--- src/rtl/eit_seq_pkg.sv ---
`timescale 1ns/1ps
package eit_seq_pkg;
  localparam int NEV = 11;
  localparam int VW  = $clog2(NEV);

  typedef enum logic [VW-1:0] {
    EV_RST = 4'd0, EV_IBRK, EV_DTRAP, EV_UNDEF, EV_SWTRAP, EV_MPROT,
    EV_IRQ, EV_UNMI, EV_ENMI, EV_STEP, EV_OBRK
  } ev_e;

  typedef enum logic [2:0] {
    FX_CLEAR_ALL, FX_CANCEL_LVL, FX_CANCEL_IEN, FX_IEN_OFF, FX_LOAD_LVL, FX_NMI_LVL
  } fx_e;

  // events held as pending bits; the two interrupt lines are level inputs
  localparam logic [NEV-1:0] HELD_EV = 11'b111_0011_1111;

  function automatic fx_e fx_of(input logic [VW-1:0] code);
    case (code)
      EV_RST:                                  return FX_CLEAR_ALL;
      EV_IBRK, EV_DTRAP, EV_ENMI, EV_STEP, EV_OBRK: return FX_CANCEL_LVL;
      EV_UNDEF:                                return FX_CANCEL_IEN;
      EV_IRQ:                                  return FX_LOAD_LVL;
      EV_UNMI:                                 return FX_NMI_LVL;
      default:                                 return FX_IEN_OFF;
    endcase
  endfunction
endpackage

--- src/rtl/eit_pend.sv ---
`timescale 1ns/1ps
module eit_pend #(
  parameter int NEV = 11,
  parameter logic [NEV-1:0] HELD = '1
) (
  input  logic           clk,
  input  logic           rst_n,
  input  logic [NEV-1:0] set_i,
  input  logic [NEV-1:0] clr_i,
  input  logic           clr_all_i,
  output logic [NEV-1:0] pend_o
);
  logic [NEV-1:0] pend_q, pend_d;

  always_comb begin
    if (clr_all_i) pend_d = '0;
    else           pend_d = (pend_q & ~clr_i) | (set_i & HELD);
  end

  always_ff @(posedge clk or negedge rst_n) begin
    if (!rst_n) pend_q <= '0;
    else        pend_q <= pend_d;
  end

  assign pend_o = pend_q;
endmodule

--- src/rtl/eit_pick.sv ---
`timescale 1ns/1ps
module eit_pick #(
  parameter int NEV = 11,
  localparam int VW = $clog2(NEV)
) (
  input  logic [NEV-1:0] req_i,
  output logic [NEV-1:0] gnt_o,
  output logic           any_o,
  output logic [VW-1:0]  code_o
);
  // lowest index wins: scan downward so the last hit is the winner
  always_comb begin
    gnt_o  = '0;
    code_o = '0;
    for (int i = NEV - 1; i >= 0; i--) begin
      if (req_i[i]) begin
        gnt_o    = '0;
        gnt_o[i] = 1'b1;
        code_o   = VW'(i);
      end
    end
  end

  assign any_o = |req_i;
endmodule

--- src/rtl/eit_mask.sv ---
`timescale 1ns/1ps
module eit_mask
  import eit_seq_pkg::*;
#(
  parameter int LVL_W      = 5,
  parameter int NMI_LVL    = 15,
  parameter int CANCEL_LVL = 4
) (
  input  fx_e              fx_i,
  input  logic             ien_i,
  input  logic [LVL_W-1:0] mask_i,
  input  logic [LVL_W-1:0] irq_lvl_i,
  output logic             ien_o,
  output logic [LVL_W-1:0] mask_o,
  output logic             cancel_o,
  output logic             clr_all_o
);
  always_comb begin
    ien_o     = ien_i;
    mask_o    = mask_i;
    cancel_o  = 1'b0;
    clr_all_o = 1'b0;
    case (fx_i)
      FX_CLEAR_ALL:  clr_all_o = 1'b1;
      FX_CANCEL_LVL: begin cancel_o = 1'b1; mask_o = LVL_W'(CANCEL_LVL); end
      FX_CANCEL_IEN: begin cancel_o = 1'b1; ien_o = 1'b0; end
      FX_IEN_OFF:    ien_o  = 1'b0;
      FX_LOAD_LVL:   mask_o = irq_lvl_i;
      FX_NMI_LVL:    mask_o = LVL_W'(NMI_LVL);
      default:       ien_o  = ien_i;
    endcase
  end
endmodule

--- src/rtl/eit_accept_seq.sv ---
`timescale 1ns/1ps
module eit_accept_seq
  import eit_seq_pkg::*;
#(
  parameter int LVL_W      = 5,
  parameter int NMI_LVL    = 15,
  parameter int CANCEL_LVL = 4
) (
  input  logic             clk,
  input  logic             rst_n,
  input  logic [NEV-1:0]   exc_pulse_i,
  input  logic             irq_req_i,
  input  logic [LVL_W-1:0] irq_lvl_i,
  input  logic             nmi_req_i,
  input  logic             ien_i,
  input  logic [LVL_W-1:0] mask_i,
  output logic             save_o,
  output logic             save_ien_o,
  output logic [LVL_W-1:0] save_mask_o,
  output logic [VW-1:0]    acc_vec_o,
  output logic             done_o,
  output logic [VW-1:0]   done_vec_o,
  output logic             ien_o,
  output logic [LVL_W-1:0] mask_o
);
  localparam logic [LVL_W-1:0] NMI_L = LVL_W'(NMI_LVL);

  logic             in_chain_q, in_chain_d;
  logic [VW-1:0]    last_q, last_d;
  logic             ien_q, ien_d;
  logic [LVL_W-1:0] mask_q, mask_d;
  logic             upd_en;

  logic             cur_ien;
  logic [LVL_W-1:0] cur_mask;
  logic [NEV-1:0]   pend_q, req, gnt, pend_clr;
  logic             any;
  logic [VW-1:0]    code;
  fx_e              fx;
  logic             ien_nx, cancel, clr_all;
  logic [LVL_W-1:0] mask_nx;

  // outside a chain the processor's own status is in force
  assign cur_ien  = in_chain_q ? ien_q  : ien_i;
  assign cur_mask = in_chain_q ? mask_q : mask_i;

  always_comb begin
    req          = pend_q;
    req[EV_IRQ]  = irq_req_i & cur_ien & (irq_lvl_i < cur_mask);
    req[EV_UNMI] = nmi_req_i & (NMI_L < cur_mask);
  end

  eit_pick #(.NEV(NEV)) u_pick (
    .req_i (req),
    .gnt_o (gnt),
    .any_o (any),
    .code_o(code)
  );

  assign fx = fx_of(code);

  eit_mask #(.LVL_W(LVL_W), .NMI_LVL(NMI_LVL), .CANCEL_LVL(CANCEL_LVL)) u_mask (
    .fx_i     (fx),
    .ien_i    (cur_ien),
    .mask_i   (cur_mask),
    .irq_lvl_i(irq_lvl_i),
    .ien_o    (ien_nx),
    .mask_o   (mask_nx),
    .cancel_o (cancel),
    .clr_all_o(clr_all)
  );

  assign pend_clr = !any ? '0 : (cancel ? '1 : gnt);

  eit_pend #(.NEV(NEV), .HELD(HELD_EV)) u_pend (
    .clk      (clk),
    .rst_n    (rst_n),
    .set_i    (exc_pulse_i),
    .clr_i    (pend_clr),
    .clr_all_i(any & clr_all),
    .pend_o   (pend_q)
  );

  // next state
  always_comb begin
    upd_en     = any;
    in_chain_d = any;
    ien_d      = ien_q;
    mask_d     = mask_q;
    last_d     = last_q;
    if (upd_en) begin
      ien_d  = ien_nx;
      mask_d = mask_nx;
      last_d = code;
    end
  end

  always_ff @(posedge clk or negedge rst_n) begin
    if (!rst_n) begin
      in_chain_q <= 1'b0;
      ien_q      <= 1'b0;
      mask_q     <= '0;
      last_q     <= '0;
    end else begin
      in_chain_q <= in_chain_d;
      if (upd_en) begin
        ien_q  <= ien_d;
        mask_q <= mask_d;
        last_q <= last_d;
      end
    end
  end

  assign save_o      = any;
  assign save_ien_o  = cur_ien;
  assign save_mask_o = cur_mask;
  assign acc_vec_o   = code;
  assign done_o      = in_chain_q & ~any;
  assign done_vec_o  = last_q;
  assign ien_o       = ien_q;
  assign mask_o      = mask_q;
endmodule

--- config.mk ---
export PLATFORM = sky130hd
export DESIGN_NAME = eit_accept_seq
export DESIGN_NICKNAME = d
export VERILOG_FILES = /design/src/rtl/eit_seq_pkg.sv /design/src/rtl/eit_pend.sv /design/src/rtl/eit_pick.sv /design/src/rtl/eit_mask.sv /design/src/rtl/eit_accept_seq.sv
export SDC_FILE = /design/constraint.sdc
export NUM_CORES = 1
export LEC_CHECK = 0
export CORE_ASPECT_RATIO = 0.5
export CORE_UTILIZATION = 49
export CTS_CLUSTER_DIAMETER = 80
export DETAILED_ROUTE_END_ITERATION = 12
export PLACE_DENSITY = 0.85
export SLEW_MARGIN = 20
export SYNTH_ARGS = -nofsm -noshare
export SYNTH_HDL_FRONTEND = slang
export SYNTH_SLANG_ARGS = --single-unit
--- constraint.sdc ---
create_clock -name clk -period 6.9 [get_ports clk]
set_input_delay 1.38 -clock clk [delete_from_list [all_inputs] [get_ports clk]]
set_output_delay 1.38 -clock clk [all_outputs]
set_load 0.1 [all_outputs]
==> flow_summary_export.csv <==
group,metric,value,unit
clocking,ctsHoldBuffers,0,
clocking,cts_max_level,1,
setup_path,crit_path_frequent_cell,"a21oi_1",
final_layout,multi_input_area,856,sq um
yosys,syn_avg_cell_area,9.02,sq um
yosys,synth_ff_type,"dfrtp_1",
final_layout,diodes,0,
yosys,ys_ff_latch,20,
setup_path,crit_type,"primary input to output port",
drt,post_drt_wl_per_cell,16.2,um
die,dieWidth,77.8,um
clocking,cts_buffers,3,
drt,drt_iter0_drc,73,
clocking,clk_latency,0.27,ns
grt,overflow,0,
sta,setup_violations,0,
clocking,cts_root_buf,"clkbuf_8",
yosys,ys_seq_area_share,35.6,%
yosys,synthArstFlopShare,100,%
clocking,cts_resized,0,
die,die_area,3100,sq um
yosys,yosysUniqueCellTypes,49,
final_layout,num-nets-final,236,
sta,finalCriticalPeriod,5.63,ns
final_layout,drive_gt1_share,10.8,%
grt,grt_pass1_wl,6.19,mm
setup_path,cp-end-kind,"output port",
die,ioPinCount,48,
sta,slew_violations,0,
grt,use_met1,34.6,%
drt,routed_via_density,5.99,
drt,route.detailed.drc,0,
yosys,postSynthCellCount,156,
yosys,synth-edff-count,0,
placement,hpwl,2.89,mm
yosys,yosysWarnings,0,
grt,grt_util_met2,50.2,%
placement,numPortBuffers,45,
placement,place_congestion,0.908,
final_layout,area_growth,39.2,%
sta,tns,0,ns
grt,antenna_found_initial,0,
setup_path,cp_max_fo,4,
die,initial_core_util,53.1,%
grt,grt_most_used_layer,"met2",
setup_path,timing.critical_path.from_type,"primary input",
final_layout,fin_area,1960,sq um
sta,fmax,0.178,GHz
clocking,cts_buffer_depth,2,
min_path,min_path_type,"register to register",
drt,vias,1437,
final_layout,regArea,500,sq um
clocking,post_cts_buffers,0,
setup_path,critPathArrivalTime,4.25,ns
grt,grt_pass1_vias,1302,
setup_path,crit_required,5.52,ns
yosys,netlist_area,1410,sq um
sta,clock_skew,0.00200,ns
status,status,"finished, final reports clean",
placement,placed_cell_area,1890,sq um
setup_path,cp_cell_sequence,"clkdlybuf4s50_1, mux2i_1, ha_1, a21oi_1, o2111a_2, a21oi_1, a21oi_1, clkdlybuf4s50_1",
clocking,cts.sinks,20,
grt,grt_use_total,27.2,%
drt,wl,3.89,mm
yosys,synth_nets,188,
clocking,path_clk_slew,0.08,ns
final_layout,post-route-util,73.9,%
sta,slew_headroom,34.7,%
sta,rsz0062_at_grt,"no",
die,fp-row-count,13,
die,core-area,2650,sq um
sta,hold_violations,0,
die,dieHeight,39.9,um
sta,finalCritPeriodShare,81.6,%
setup_path,crit_path_max_incr_delay,1.17,ns
grt,grt_use_met3,4.19,%
drt,route.antenna.remaining_nets,0,
flow_run,drv_cap,0,
sta,tightestPinTransition,0.976,ns
setup_path,crit_slowest_cell,"clkdlybuf4s50_1",
drt,firstDrtPassIters,4,
final_layout,fillers,184,
grt,grt_max_degree,21,
sta,holdWs,0.493,ns
clocking,cts_tree,"yes",
-- flip-flops by register name, indices dropped and copies added, names as in the netlist --
register       cells
mask_o             5
in_chain_q         1
ien_o              1
u_pend.pend_o      9
done_vec_o         4
-- metal layers --
| metal | share of wire, % | vias to the layer above |
|---|---|---|
| met3 | 5.9 | 8 |
| met1 | 46 | 695 |
| met2 | 47 | 50 |
| met5 | 0 | - |
| li1 | - | 684 |
| met4 | 1.1 | 0 |
-- cell usage in the layout, fill, tap and decap left out, drive strengths merged, types with 4 or more instances in the layout --
master,instances
a21oi,7
mux2i,7
a31oi,4
inv,6
nand2,19
ha,6
and2,4
nor2,13
a211oi,8
buf,7
clkdlybuf4s50,41
o21ai,12
dfrtp,20
-- cell type report --
class / count / area share (%)
inverters: 6 / 1.15
clock inverters: 1 / 1.53
clock buffers: 3 / 2.11
well taps: 37 / 2.36
multi-input cells: 125 / 43.7
flip-flops and latches: 20 / 25.5
repair buffers: 48 / 23.6
-- final timing paths --
| kind | startpoint | to | slack [ns] | cells after the start |
|---|---|---|---|---|
| worst max-delay path | mask_i[2] | acc_vec_o[2] | 1.27 | 8 |
| worst min-delay path | done_vec_o[3] | done_vec_o[3] | 0.49 | 1 |
| worst max register to register | in_chain_q | u_pend.pend_o[9] | 3.16 | 12 |
| worst min register to register | done_vec_o[3] | done_vec_o[3] | 0.49 | 1 |
| max in group asynchronous | rst_n | done_vec_o[3] | 4.67 | 1 |
| min in group asynchronous | rst_n | mask_o[4] | 1.64 | 1 |
-- synth_stat cells (all sizes together), types with 2 or more instances --
| cell | instances | area share, % |
|---|---|---|
| dfrtp | 20 | 36 |
| nand2 | 19 | 5.1 |
| nor2 | 13 | 3.5 |
| o21ai | 12 | 4.5 |
| a211oi | 8 | 4.3 |
| a21oi | 7 | 2.5 |
| mux2i | 7 | 6.1 |
| ha | 6 | 5.3 |
| inv | 6 | 1.6 |
| a31oi | 4 | 1.8 |
| and2 | 4 | 2.0 |
| buf | 3 | 1.5 |
| nor2b | 3 | 1.3 |
| nor3 | 3 | 1.1 |
| o211ai | 3 | 1.6 |
| o22a | 3 | 1.9 |
| o31ai | 3 | 1.6 |
| clkbuf | 2 | 0.53 |
| nand2b | 2 | 0.89 |
| nand3 | 2 | 0.71 |
| nor3b | 2 | 1.1 |
| o21a | 2 | 1.1 |
| or2 | 2 | 0.89 |
| or3 | 2 | 0.89 |
-- worst max-delay path: cells and delay by family --
kind / cells / cell delay (ns)
buffers and inverters: 2 / 1.56
AOI/OAI and AO/OA: 4 / 0.86
adders and majority gates: 1 / 0.28
muxes: 1 / 0.18
-- metrics by stage --
step / std cells / worst slack (ns)
after floorplan: 156 / 1.01
after global placement: 236 / 1.32
after detailed placement: 236 / 1.33
after CTS: 240 / 1.28
after global routing: 240 / 1.12
final: 240 / 1.27
-- kinds of logic (layout without fill, tap and decap cells) --
logic type / after synthesis / after routing / synth area share, %
AND/OR/NAND/NOR: 56 / 56 / 19.6
AO/OA/AOI/OAI: 54 / 54 / 28.1
flip-flops: 20 / 20 / 35.6
buffers and inverters: 11 / 58 / 3.64
multiplexers: 8 / 8 / 7.20
adder cells (fa/ha/maj): 6 / 6 / 5.33
XOR/XNOR: 1 / 1 / 0.622
Power is left out: the tool's default activity adds up to more than one toggle a clock period on the data nets, which glitch-free logic cannot reach.
